<file path="src/rtl/prio_lru_pkg.sv">
package prio_lru_pkg;
  localparam int unsigned DEF_WAYS = 4;

  typedef enum logic [1:0] {
    EV_IDLE = 2'd0,
    EV_HIT  = 2'd1,
    EV_FILL = 2'd2
  } lru_event_e;
endpackage

</file>
<file path="src/rtl/prio_lru_order.sv">
module prio_lru_order #(
  parameter int unsigned WAYS  = 4,
  parameter int unsigned IDX_W = $clog2(WAYS)
) (
  input  logic                            clk,
  input  logic                            rst,
  input  logic                            touch,
  input  logic [IDX_W-1:0]                touch_way,
  output logic [WAYS-1:0][IDX_W-1:0]      order_o
);
  logic [WAYS-1:0][IDX_W-1:0] order_q, order_d;
  logic [IDX_W-1:0]           hit_pos;
  logic [WAYS-1:0]            seen;

  always_comb begin
    hit_pos = '0;
    for (int i = 0; i < WAYS; i++)
      if (order_q[i] == touch_way) hit_pos = IDX_W'(i);
    order_d = order_q;
    if (touch) begin
      order_d[0] = touch_way;
      for (int i = 1; i < WAYS; i++)
        if (IDX_W'(i) <= hit_pos) order_d[i] = order_q[i-1];
    end
  end

  always_ff @(posedge clk) begin
    if (rst) begin
      for (int i = 0; i < WAYS; i++) order_q[i] <= IDX_W'(i);
    end else begin
      order_q <= order_d;
    end
  end

  assign order_o = order_q;

  always_comb begin
    seen = '0;
    for (int i = 0; i < WAYS; i++) seen[order_q[i]] = 1'b1;
  end

  // touched way lands at the most recent position
  a_r2_to_mru: assert property (@(posedge clk) disable iff (rst)
    touch |=> order_q[0] == $past(touch_way));
  // the order is always a permutation of the ways
  a_r2_permutation: assert property (@(posedge clk) disable iff (rst)
    &seen);
  // no touch, no change
  a_r10_order_hold: assert property (@(posedge clk) disable iff (rst)
    !touch |=> $stable(order_q));
endmodule

</file>
<file path="src/rtl/prio_lru_flags.sv">
module prio_lru_flags #(
  parameter int unsigned WAYS  = 4,
  parameter int unsigned IDX_W = $clog2(WAYS)
) (
  input  logic             clk,
  input  logic             rst,
  input  logic             set_en,
  input  logic [IDX_W-1:0] set_way,
  input  logic             set_val,
  output logic [WAYS-1:0]  flags_o
);
  logic [WAYS-1:0] flags_q;

  always_ff @(posedge clk) begin
    if (rst) flags_q <= '0;
    else if (set_en) flags_q[set_way] <= set_val;
  end

  assign flags_o = flags_q;

  // a fill writes the qualifier into the flag of its way
  a_r4_fill_flag: assert property (@(posedge clk) disable iff (rst)
    set_en |=> flags_q[$past(set_way)] == $past(set_val));
  // flags move only on fills
  a_r5_flags_hold: assert property (@(posedge clk) disable iff (rst)
    !set_en |=> $stable(flags_q));
endmodule

</file>
<file path="src/rtl/prio_lru_pick.sv">
module prio_lru_pick #(
  parameter int unsigned WAYS  = 4,
  parameter int unsigned IDX_W = $clog2(WAYS)
) (
  input  logic                       clk,
  input  logic                       rst,
  input  logic [WAYS-1:0][IDX_W-1:0] order_i,
  input  logic [WAYS-1:0]            flags_i,
  output logic [IDX_W-1:0]           victim_o
);
  logic found;

  always_comb begin
    victim_o = order_i[WAYS-1];
    found    = 1'b0;
    for (int i = WAYS - 1; i >= 0; i--) begin
      if (!found && !flags_i[order_i[i]]) begin
        victim_o = order_i[i];
        found    = 1'b1;
      end
    end
  end

  // an unprotected way exists, so the victim is unprotected
  a_r6_pick_unprotected: assert property (@(posedge clk) disable iff (rst)
    !(&flags_i) |-> !flags_i[victim_o]);
  // all protected, fall back to the plain LRU way
  a_r7_all_protected: assert property (@(posedge clk) disable iff (rst)
    (&flags_i) |-> victim_o == order_i[WAYS-1]);
endmodule

</file>
<file path="src/rtl/prio_lru_set.sv">
module prio_lru_set
  import prio_lru_pkg::*;
#(
  parameter int unsigned WAYS  = DEF_WAYS,
  parameter int unsigned IDX_W = $clog2(WAYS)
) (
  input  logic             clk,
  input  logic             rst,
  input  logic             acc_valid,
  input  logic [IDX_W-1:0] acc_way,
  input  logic             fill_valid,
  input  logic [IDX_W-1:0] fill_way,
  input  logic             fill_from_vb,
  output logic [IDX_W-1:0] victim_way
);
  lru_event_e                 ev;
  logic [IDX_W-1:0]           ev_way;
  logic [WAYS-1:0][IDX_W-1:0] order;
  logic [WAYS-1:0]            flags;

  // a fill wins over a simultaneous access
  always_comb begin
    if (fill_valid)     begin ev = EV_FILL; ev_way = fill_way; end
    else if (acc_valid) begin ev = EV_HIT;  ev_way = acc_way;  end
    else                begin ev = EV_IDLE; ev_way = '0;       end
  end

  prio_lru_order #(.WAYS(WAYS), .IDX_W(IDX_W)) u_order (
    .clk(clk), .rst(rst), .touch(ev != EV_IDLE), .touch_way(ev_way),
    .order_o(order));

  prio_lru_flags #(.WAYS(WAYS), .IDX_W(IDX_W)) u_flags (
    .clk(clk), .rst(rst), .set_en(ev == EV_FILL), .set_way(ev_way),
    .set_val(fill_from_vb), .flags_o(flags));

  prio_lru_pick #(.WAYS(WAYS), .IDX_W(IDX_W)) u_pick (
    .clk(clk), .rst(rst), .order_i(order), .flags_i(flags),
    .victim_o(victim_way));

  // on a collision the filled way, not the accessed one, becomes MRU
  a_r8_fill_wins: assert property (@(posedge clk) disable iff (rst)
    (fill_valid && acc_valid) |=> order[0] == $past(fill_way));
endmodule

</file>
<file path="config.mk">
export PLATFORM = sky130hd
export DESIGN_NAME = prio_lru_set
export DESIGN_NICKNAME = d
export VERILOG_FILES = /design/src/rtl/prio_lru_pkg.sv /design/src/rtl/prio_lru_order.sv /design/src/rtl/prio_lru_flags.sv /design/src/rtl/prio_lru_pick.sv /design/src/rtl/prio_lru_set.sv
export SDC_FILE = /design/constraint.sdc
export NUM_CORES = 1
export LEC_CHECK = 0
export ABC_AREA = 1
export BUFFER_PORTS_ARGS = -buffer_cell sky130_fd_sc_hd__buf_2
export CAP_MARGIN = 20
export CORE_ASPECT_RATIO = 0.6
export CORE_MARGIN = 2
export CORE_UTILIZATION = 25
export CTS_BUF_LIST = sky130_fd_sc_hd__clkbuf_8
export DETAILED_ROUTE_END_ITERATION = 10
export SYNTH_ARGS = -nofsm -noshare
export SYNTH_HDL_FRONTEND = slang
export SYNTH_HIERARCHICAL = 1
export SYNTH_SLANG_ARGS = --single-unit
</file>
<file path="constraint.sdc">
create_clock -name clk -period 1.4 [get_ports clk]
set_clock_uncertainty 0.2 [all_clocks]
set_input_delay 0 -clock clk [delete_from_list [all_inputs] [get_ports clk]]
set_output_delay 0 -clock clk [all_outputs]
set_load 0.01 [all_outputs]
</file>
* Word level (Yosys, flattened, before mapping)
Index checks and enable logic that the tools add are counted.
** Storage, ports and cells
- Flip-flop bits (word level) :: 12
- Bits of input ports :: 9
- Word-level logic and storage cells :: 55
- Output and inout port bits :: 2
** Cells by class
- Eq/ne operators :: 4
- $lt $le $gt $ge :: 9
- Reductions and logical operators :: 13
- Mux-type cells :: 24
** Operator list (number)
- 2-bit two-way mux :: 8
- 2-bit by 3-bit < comparator with 1-bit output (second input constant) :: 5
- 1-bit two-way mux :: 10
- 1-bit binary-select mux with 2-bit select :: 4
- 2-bit equality test :: 3
- 2-bit AND reduction :: 3
- 1-bit logical NOT :: 5
- 4-bit bitwise mux :: 1
- 2-bit <= comparator (first input constant) :: 2
- 1-bit logical AND :: 4
- 1-bit demux with 2-bit select :: 1
- 2-bit equality test (second input constant) :: 1
- 2-bit by 1-bit >= comparator with 1-bit output (second input constant) :: 1
- 1-bit by 2-bit <= comparator with 1-bit output (first input constant) :: 1
- 2-bit nonzero test :: 1

* Depth between registers and ports, before layout
- Word-level depth :: 11
- Depth in mapped cells :: 12
- Mapped depth without buffers :: 12

* By module
The synthesis kept the hierarchy.
** By module, submodules not included
- prio_lru_order :: cells each 58, seq. area each 160.2 um^2, area an instance 412.9 um^2, instances 1
- prio_lru_pick :: cells each 63, seq. area each 0.0 um^2, area an instance 321.6 um^2, instances 1
- prio_lru_flags :: cells each 31, seq. area each 80.1 um^2, area an instance 187.7 um^2, instances 1
- prio_lru_set :: cells each 9, seq. area each 0.0 um^2, area an instance 38.8 um^2, instances 1

* Worst setup path after synthesis
OpenSTA, ideal clock, no wires.
- Kind :: reg-to-output
- Start :: reg u_order.order_q (netlist bit u_order/order_o[4])
- End :: out victim_way[0]
- Data required time :: 1200 ps
- Arrival time :: 1071 ps
- Stages on the path, launching flop included :: 9
- Buffers on the path :: 0
- Slack :: 129 ps
- Cells stage by stage :: dfxtp_1 -> nand2_1 -> nand3_2 -> nand2_4 -> a21oi_4 -> nand3_1 -> nand2_1 -> nand2_1 -> nand2_1
** Between the ends
- Longest elaborated chain between the ends :: 11
- Elaborated cells between the ends (all ways) :: 13
- Classes of those cells :: 7 x mux; 6 x reduce/logical
** RTL lines
- from (decl) :: RTL line prio_lru_order.sv:11 : logic [WAYS-1:0][IDX_W-1:0] order_q, order_d;
- from (signal assigned) :: RTL line prio_lru_order.sv:31 : order_q <= order_d;
- 1-bit binary-select mux with 2-bit select :: RTL line prio_lru_pick.sv:17 : if (!found && !flags_i[order_i[i]]) begin
- 1-bit two-way mux (not written as such) :: RTL line prio_lru_pick.sv:17
- 1-bit logical NOT :: RTL line prio_lru_pick.sv:17
- 1-bit logical AND :: RTL line prio_lru_pick.sv:17
- 1-bit two-way mux :: RTL line prio_lru_pick.sv:17
- 1-bit logical NOT :: RTL line prio_lru_pick.sv:17
- 1-bit logical AND :: RTL line prio_lru_pick.sv:17
- 1-bit two-way mux :: RTL line prio_lru_pick.sv:17
- 1-bit logical NOT :: RTL line prio_lru_pick.sv:17
- 1-bit logical AND :: RTL line prio_lru_pick.sv:17
- 2-bit two-way mux (*) :: RTL line prio_lru_pick.sv:17
- to (decl) :: RTL line prio_lru_set.sv:14 : output logic [IDX_W-1:0] victim_way
Every way passes the cells marked *; elsewhere a longest branch is shown, timed or not. The select of a mux whose other input is x is not followed.

* Final worst setup path
- Start :: reg u_order.order_q (netlist bit u_order/order_o[6])
- End :: out victim_way[1]
** Between the ends
- Longest elaborated chain between the ends :: 10
- Elaborated cells between the ends (all ways) :: 13
- Classes of those cells :: 8 x mux; 5 x reduce/logical
** RTL lines (RTL line)
- 1-bit binary-select mux with 2-bit select (*) :: prio_lru_pick.sv:17
- 1-bit two-way mux (not written as such) (*) :: prio_lru_pick.sv:17
- 1-bit two-way mux / 1-bit logical AND (equally long branches) :: prio_lru_pick.sv:17
- 1-bit two-way mux :: prio_lru_pick.sv:17
- 1-bit logical NOT :: prio_lru_pick.sv:17
- 1-bit logical AND :: prio_lru_pick.sv:17
- 1-bit two-way mux :: prio_lru_pick.sv:17
- 1-bit logical NOT :: prio_lru_pick.sv:17
- 1-bit logical AND :: prio_lru_pick.sv:17
- 2-bit two-way mux (*) :: prio_lru_pick.sv:17
Marks and branches as above.

==> key figures <==
Timing
  – Fin. max-slew vios: 0
  – Final Hold Viols: 0
  – Worst-Margin Slew: 0.467 ns
  – Min setup slack post-route: -0.250 ns
  – Final setup violation count: 4
  – RSZ-0062 raised after global routing: true
  – Final period utilization: 118%
  – Hold_ws: 0.0223 ns
  – Peak Freq: 606 MHz
  – Crit path time final: 1.65 ns
  – Max-slew headroom: 68.9%
  – Sum of negative setup slack: -0.535 ns

Placed design
  – Placement Setup Slack: -0.0696 ns
  – Placer Congestion: 0.756
  – # placed instances: 237
  – DP HPWL: 1.94 mm
  – Buffers on Ports: 10

Route
  – First-pass detailed-route iteration total: 4
  – Detail Route Antenna Nets: 0
  – Final WL: 2.61 mm
  – Via count: 1076
  – DR DRC count: 0
  – Initial DRC count: 66
  – Vias per inst: 4.36
  – Wire per inst: 10.6 µm

Setup path
  – Crit path max-delay family: simple AND/OR/NAND/NOR gates
  – Crit-path max FO: 5
  – CP endpoint kind: output pin
  – CP max stage cell: dfxtp_4
  – Largest stage delay on the critical path: 0.36 ns
  – Worst path bufs/invs: 2
  – Most common cell on crit path: nand2_1
  – Crit path kind: reg2out
  – Critical Path, Cell by Cell: inv_4 -> nand2_2 -> nand2_2 -> nand2_4 -> a21oi_4 -> nand3_1 -> nand2_1 -> nand2_1 -> nand2_1 -> buf_2
  – Reg2reg setup slack: -0.03 ns
  – Worst Path Required: 1.20 ns
  – Startpoint Class: register
  – CP Data Arrival Time: 1.45 ns

Synth
  – Main synth FF type: dfxtp_1
  – Synth cell types: 20
  – Synth Register Bits: 12
  – Warnings, synthesis: 6
  – Post-synth net total: 170
  – Number of enable flip-flop cells after synthesis: 0
  – Synth Instances: 161
  – Post-Syn Area per Cell: 5.97 µm²
  – Async SR Flop Fraction: 0%
  – Sequential share of the synthesized area: 25.0%
  – Synth Cell Area: 961 µm²

Final layout
  – Seq. cell area: 262 µm²
  – Ant. Diodes: 0
  – Share of cells above drive strength 1: 47.5%
  – Multi-input logic area: 727 µm²
  – Fillers: 401
  – Final nets: 211
  – Synthesis-to-layout area growth: 52.0%
  – Fin cells: 247

Die
  – Rows: 17
  – I/O pins: 11
  – Die Y: 52.0 µm
  – Core Area: 0.00368 mm²
  – Initial Util: 26.1%
  – DIE AREA: 0.00437 mm²
  – DIE WIDTH: 84.0 µm

Global route
  – Initial antenna violation count: 0
  – GR Overflow Total: 0
  – First-pass GRT wire length: 4.34 mm
  – Number of global-route vias before repair: 978
  – Largest net degree at the start of global routing: 11
  – All-Layer GR Usage: 12.7%

Pwr
  – PD cells: 1010 mW/mm²
  – Worst IR Drop VDD: 0.557 mV
  – Lkg Pwr: 0.000756 µW

Outcome
  – Failing checks: negative setup slack
  – Status: complete, but fails checks

CTS
  – # H-tree levels: 1
  – CTS buffer count: 3
  – Sinks on the clock net: 12
  – CTS tree: done
  – Clock-pin slew on the worst setup and hold paths: 0.05 ns
  – CTS Root Cell: clkbuf_8
  – Clk Latency, worst-skew pair: 0.23 ns
  – Max clock buf depth: 2

Flow run
  – Max cap viols: 0

Worst hold path
  – Worst hold path class: in2reg
==> flip-flops by register name (all words and copies together), names as in the netlist <==
name and cells:
u_flags/flags_o 4, u_order/order_o 8
==> path summary, 6_finish.rpt <==
path,startpoint,end,cells after the start
max,u_order/order_o[6],victim_way[1],10
min,fill_valid,u_flags/flags_o[0],4
max reg2reg,u_order/order_o[6],u_order/order_o[4],7
min reg2reg,u_order/order_o[7],u_order/order_o[7],2
==> where the power goes <==
| part | total [µW] | internal, µW | switching (µW) |
|---|---|---|---|
| registers | 462 | 392 | 69.8 |
| logic | 714 | 335 | 378 |
| clock network | 303 | 189 | 114 |
| total | 1480 | 916 | 562 |
==> cell type report <==
| cell class | instances | share of cell area (%) |
|---|---|---|
| Tap cell | 47 | 4.03 |
| Timing Repair Buffer | 38 | 18.7 |
| Multi-Input combinational cell | 122 | 49.8 |
| Sequential cell | 12 | 17.9 |
| Clock buffer | 3 | 2.83 |
| Inverter | 25 | 6.77 |
==> cells in the mapped netlist (2+ instances only) <==
master / instances / area (µm²)
nand3_1: 22 / 110
xnor2_1: 3 / 26.3
dfxtp_1: 12 / 240
nor2_1: 13 / 48.8
o21ai_0: 2 / 10.0
nand2_2: 12 / 75.1
nand2_1: 54 / 203
nand3_2: 4 / 40.0
o211ai_1: 2 / 15.0
inv_2: 8 / 30.0
a21oi_1: 4 / 20.0
inv_1: 17 / 63.8
==> tightest hold or removal path, cell delays in order <==
cell,delay [ns]
buf_2,0.12
buf_4,0.14
a21oi_1,0.06
nor2_1,0.10
==> cell usage in the layout (no fill, tap or decap), types with 2 or more instances in the layout <==
| master | n |
|---|---|
| clkbuf_8 | 3 |
| dlygate4sd3_1 | 2 |
| buf_6 | 2 |
| buf_2 | 10 |
| a21oi_1 | 3 |
| nand2_2 | 17 |
| inv_1 | 15 |
| nand2_1 | 46 |
| nor2_1 | 12 |
| nand2_4 | 4 |
| dfxtp_1 | 3 |
| inv_4 | 2 |
| inv_2 | 8 |
| buf_4 | 24 |
| dfxtp_4 | 4 |
| nand3_4 | 3 |
| nand3_1 | 17 |
| dfxtp_2 | 5 |
| o211ai_1 | 2 |
| nand3_2 | 7 |
==> what timing repair did <==
action / 4_1_cts / 5_1_grt
gates resized for setup: 27 / 19
pin swaps: 11 / 16
endpoints found under the setup margin: 6 / 8
hold endpoints to repair: 12 / 0
buffers inserted: 4 / 3
hold buffers: 2 / 0
==> per-stage QoR <==
stage          utilization (%)  area [µm²]  power, µW
4_1_cts                   37.5        1380       1420
2_1_floorplan                -         961        799
3_3_place_gp              33.1        1220       1000
3_5_place_dp              33.1        1220       1000
5_1_grt                   39.7        1460       1600
6_report                  39.7        1460       1480
==> kinds of logic after synthesis <==
kind of cell	share of synthesized area, %
XOR/XNOR	2.73
AO/OA/AOI/OAI	8.07
buffers and inverters	10.9
AND/OR/NAND/NOR	53.3
flip-flops	25.0
==> metal layers <==
metal,vias up,track usage [%],wire length [µm]
met3,0,3.65,78
met1,480,17.8,1400
met2,10,19.8,1130
li1,586,-,-
met4,0,1.61,0
met5,-,0,0
(Power assumes the default switching activity.)
